<file path="config.mk">
export PLATFORM = sky130hd
export DESIGN_NAME = acc_operand
export DESIGN_NICKNAME = d
export VERILOG_FILES = /design/src/rtl/acc_pkg.sv /design/src/rtl/acc_operand.sv
export SDC_FILE = /design/constraint.sdc
export NUM_CORES = 1
export LEC_CHECK = 0
export BUFFER_PORTS_ARGS = -buffer_cell sky130_fd_sc_hd__buf_2
export CORE_ASPECT_RATIO = 1.5
export CORE_MARGIN = 1
export CORE_UTILIZATION = 43
export DETAILED_ROUTE_END_ITERATION = 10
export PLACE_DENSITY = 0.64
export SYNTH_ARGS = -nofsm -noshare
export SYNTH_HDL_FRONTEND = slang
export SYNTH_SLANG_ARGS = --single-unit
</file>
<file path="constraint.sdc">
create_clock -name vclk -period 16.7
set_clock_uncertainty 0.15 [all_clocks]
set_input_delay 1.67 -clock vclk [all_inputs]
set_output_delay 1.67 -clock vclk [all_outputs]
set_load 0.01 [all_outputs]
</file>
<file path="src/rtl/acc_pkg.sv">
// Shared types for the arithmetic-code checker.
// Assumes nothing beyond the users importing it.
package acc_pkg;
    typedef enum logic {
        CHK_RESIDUE = 1'b0,
        CHK_COMPARE = 1'b1
    } chk_mode_e;

    typedef enum logic [1:0] {
        ST_IDLE    = 2'd0,
        ST_COMPARE = 2'd1,
        ST_REDUCE  = 2'd2
    } chk_state_e;
endpackage

</file>
<file path="src/rtl/acc_operand.sv">
// Operand preparation: sign-extends the inputs and forms the difference
// between the coded word and the expected signature (plus A*plain in
// compare mode). Also returns the magnitude of that difference and flags
// static signatures above the legal limit. Purely combinational; assumes
// CALC_W leaves room for sign and signature headroom.
module acc_operand
    import acc_pkg::*;
#(
    parameter int A       = 61,
    parameter int PLAIN_W = 8,
    parameter int CODE_W  = 16,
    parameter int SIG_W   = 5,
    parameter int SIG_MAX = 20,
    parameter int DW      = 6,
    parameter int CALC_W  = 18
) (
    input  chk_mode_e                  mode,
    input  logic signed [CODE_W-1:0]   coded,
    input  logic signed [PLAIN_W-1:0]  plain,
    input  logic [SIG_W-1:0]           sig,
    input  logic [DW-1:0]              dsig,
    output logic signed [CALC_W-1:0]   diff,
    output logic [CALC_W-1:0]          mag,
    output logic                       sig_bad
);
    logic signed [CALC_W-1:0] coded_x;
    logic signed [CALC_W-1:0] plain_x;
    logic signed [CALC_W-1:0] sig_x;
    logic signed [CALC_W-1:0] d_x;
    logic signed [CALC_W-1:0] a_x;
    logic signed [CALC_W-1:0] expect_x;

    // Build the expected value for the selected mode and subtract it.
    always_comb begin
        coded_x  = CALC_W'(coded);
        plain_x  = CALC_W'(plain);
        sig_x    = $signed(CALC_W'(sig));
        d_x      = $signed(CALC_W'(dsig));
        a_x      = $signed(CALC_W'(A));
        expect_x = sig_x + d_x;
        if (mode == CHK_COMPARE)
            expect_x = expect_x + a_x * plain_x;
        diff = coded_x - expect_x;
    end

    // Magnitude for the residue loop; divisibility ignores the sign.
    always_comb begin
        mag = diff[CALC_W-1] ? CALC_W'(-diff) : CALC_W'(diff);
    end

    // Flag static signatures beyond the legal range.
    always_comb begin
        sig_bad = (32'(sig) > 32'(SIG_MAX));
    end
endmodule

</file>
# Word level (Yosys, flattened, before mapping)
# Index checks and enable logic that the tools add are counted.
# Widths: inputs -> output; s select.
# op_classes
order_cmp	1
multipliers	1
n_addsub	4
mux	2
# ops
cell	n
$mux 18	2
$neg 18->18	1
$sub 16x18->18	1
$add 8x15->16	1
$mul 7x8->15 const A	1
$add 5x6->7	1
$gt 5x5->1 const B	1
# totals
reg_bits	0

# Longest topological paths before layout
# logic_depth
ltp_word	6
depth_mapped	31
mapped_depth_nobuf	30

# Least setup slack after synthesis
# Ideal clock, no wire load.
# synth_timing
kind	input port to output port
start	input sig[1]
end	output mag[16]
arrival_time_ns	7.669
required_ns	14.880
cell_stages	23
path_slack_ns	7.211
path_cell_list	ha_1 > a21o_1 > a21oi_1 > o21bai_1 > a21oi_1 > xor2_1 > fa_1 > fa_1 > fa_1 > inv_1 > ha_1 > a21oi_1 > xnor2_1 > a21oi_1 > ha_1 > a2111o_1 > o2111a_1 > o21ba_1 > o31ai_4 > nor4b_1 > a311o_1 > o41a_1 > xnor2_1
# synth_via
elab_chain_cells	6
# synth_lines
item	line_no	rtl
start: declaration	acc_operand.sv:20	input logic [SIG_W-1:0] sig,
$add 5x6->7 *	acc_operand.sv:40	expect_x = sig_x + d_x;
$add 8x15->16	acc_operand.sv:42	expect_x = expect_x + a_x * plain_x;
$mux 18 *	acc_operand.sv:41	if (mode == CHK_COMPARE)
$sub 16x18->18 *	acc_operand.sv:43	diff = coded_x - expect_x;
net diff[15]	acc_operand.sv:22	output logic signed [CALC_W-1:0] diff,
$neg 18->18 *	acc_operand.sv:48	mag = diff[CALC_W-1] ? CALC_W'(-diff) : CALC_W'(diff);
$mux 18 *	acc_operand.sv:48	
end: declaration	acc_operand.sv:23	output logic [CALC_W-1:0] mag,
# The timed path passes the listed nets; every way through them passes the cells marked *.

# Worst setup path after layout
# layout_timing
start	input sig[1]
end	output mag[16]
# layout_via
elab_chain_cells	6
# layout_lines
item	line_no
$add 5x6->7 *	acc_operand.sv:40
$add 8x15->16	acc_operand.sv:42
$mux 18 *	acc_operand.sv:41
$sub 16x18->18 *	acc_operand.sv:43
$neg 18->18	acc_operand.sv:48
$mux 18 *	acc_operand.sv:48
# Every way passes the cells marked *; elsewhere a longest branch is shown, timed or not.

==> reports/results.ini <==
[floorplan]
io_pins=73
die_x_um=71.25
die_h_um=105.9
start_util=0.4484
rows=37
fp.dieArea_um2=7543
core_um2=6898

[synthesis]
avgSynthCellArea_um2=7.811
ys_seq_area_frac=0
synth-warning-count=0
synth_cell_types=48
yosysTopAreaCell=ha_1
ys_top_cells_by_count=69 x inv_1, 64 x ha_1, 27 x fa_1
syn_area_um2=3093
syn_inst=396
yosys-top-cells-area=ha_1 26%, fa_1 17%, inv_1 8.4%
synth_fp_nets=523
yosysMostFrequentCell=inv_1
yosysTopAreaCellShare=0.2589

[grt]
grt_antenna_before_repair=0
grt_pass1_wl_um=11100
grt_max_degree=20
grt.total_usage=0.1743
first_global_vias=2716
grt_overflow=0

[outcome]
status=finished with violations
violations=design-rule violations

[routing]
vias=2820
drc=8
drtAntennaViolNets=0
detail_route.wl_per_cell_um=11.64
wl_um=6285
detail_route.first_pass.iterations=7
vias_per_cell=5.222
drtIter0Drc=88

[worst_setup_path]
crit_path_end_kind=output pin
start_kind=primary input
cp-startpoint=sig[1]
path_common_cell=a21oi_1
crit_type=primary input to output pin
crit_fanout=12
cp_data_arrival_time_ns=8.33
cp_slowest_cell=a21oi_1
max_stage_delay_ns=0.69
required_ns=14.88

[timing]
finalCritPeriodShare=0.6076
finalMaxSlewViolations=0
setup_viol=0
hold_viol=0
slew_headroom=0.3844
period_needed_ns=10.15
fin_tns_setup_ns=0
tightest_slew_ns=0.9156
rsz0062_at_grt=false
fmax_mhz=98.55
setup_ws_ns=6.552

[power]
power-per-cell-area_nw_per_um2=226.7
ir_drop_mv=0.1534
p_leak_uw=0.001850

[placed_design]
gp_congestion=0.8282
dp_slack_ns=6.492
hpwl_um=5818
port_buffers=72

[final_layout]
area_growth_syn_to_layout_pct=13.84
clkbuf_count=0
multi_input_area_um2=2800
antenna_cells=0
regArea_um2=0
fill_cells=700
fin_nets=591
drive_above_1_share=0.1732
design.seq.count=0

[clock_tree]
postCtsHoldBufs=0
cts_setup_buffers=0
post_cts.resized_instances=0

[hold_path]
min_path_type=primary input to output pin
worstHoldStart=sig[4]

[run]
maxCapViolCount=0

[placed cells by master, fill, tap and decap left out, drive strengths merged, types with 7 or more instances in the layout]
cell	count
nand3	7
o21ai	21
inv	70
ha	64
xor2	15
buf	72
nor3	9
nor2	26
a21oi	26
fa	27
nand2	21
o21bai	7
xnor2	24
[critical path, delay by kind of cell]
kind                       cells  cell delay [ns]
AOI/OAI and AO/OA             13             2.95
and+or+nand+nor                2             0.17
adders and majority gates      6             2.50
xor gates and xnor gates       3             0.50
buffers and inverters          4             0.52
[where the power goes]
group | internal (uW) | switching, uW | total, uW
Clock | 0 | 0 | 0
Sequential | 0 | 0 | 0
Combinational | 343 | 456 | 798
[final timing paths]
path	to	slack, ns	cells past startpoint
setup / recovery	mag[16]	6.55	28
hold / removal	sig_bad	3.51	3
[kinds of logic (layout without fill, tap and decap cells)]
| kind of cell | Yosys count | after routing | synth area share |
|---|---|---|---|
| xor+xnor | 39 | 39 | 0.1104 |
| mux | 6 | 6 | 0.02023 |
| compound gates | 88 | 88 | 0.1881 |
| fa+ha+maj | 91 | 91 | 0.4337 |
| buf+inv | 76 | 142 | 0.09466 |
| other cells | 1 | 1 | 0.001212 |
| simple gates | 95 | 95 | 0.1517 |
[final cells by class]
type,count,share of cell area
repair buffers,72,0.1023
well taps,78,0.02772
inverters,70,0.07463
multi-input cells,320,0.7953
[stage by stage]
stage / util / total power [uW] / cell area [um2] / instances / hold slack [ns]
3_3_place_gp: 0.5104 / 791.3 / 3521 / 540 / 3.512
2_1_floorplan: - / 596.4 / 3093 / 396 / 3.302
4_1_cts: 0.5104 / 805.1 / 3521 / 540 / 3.513
6_report: 0.5104 / 798.2 / 3521 / 540 / 3.508
5_1_grt: 0.5104 / 901.0 / 3521 / 540 / 3.531
3_5_place_dp: 0.5104 / 802.5 / 3521 / 540 / 3.513
[per-layer routing]
metal	part of all wire	vias up	track usage	wire [um]
met5	0	-	0	0
met4	0.0089	0	0.01286	56
met3	0.025	4	0.002868	155
met2	0.54	49	0.3551	3400
met1	0.43	1280	0.2039	2673
li1	-	1487	-	-
Note: power is estimated with default switching activity, not from simulation.
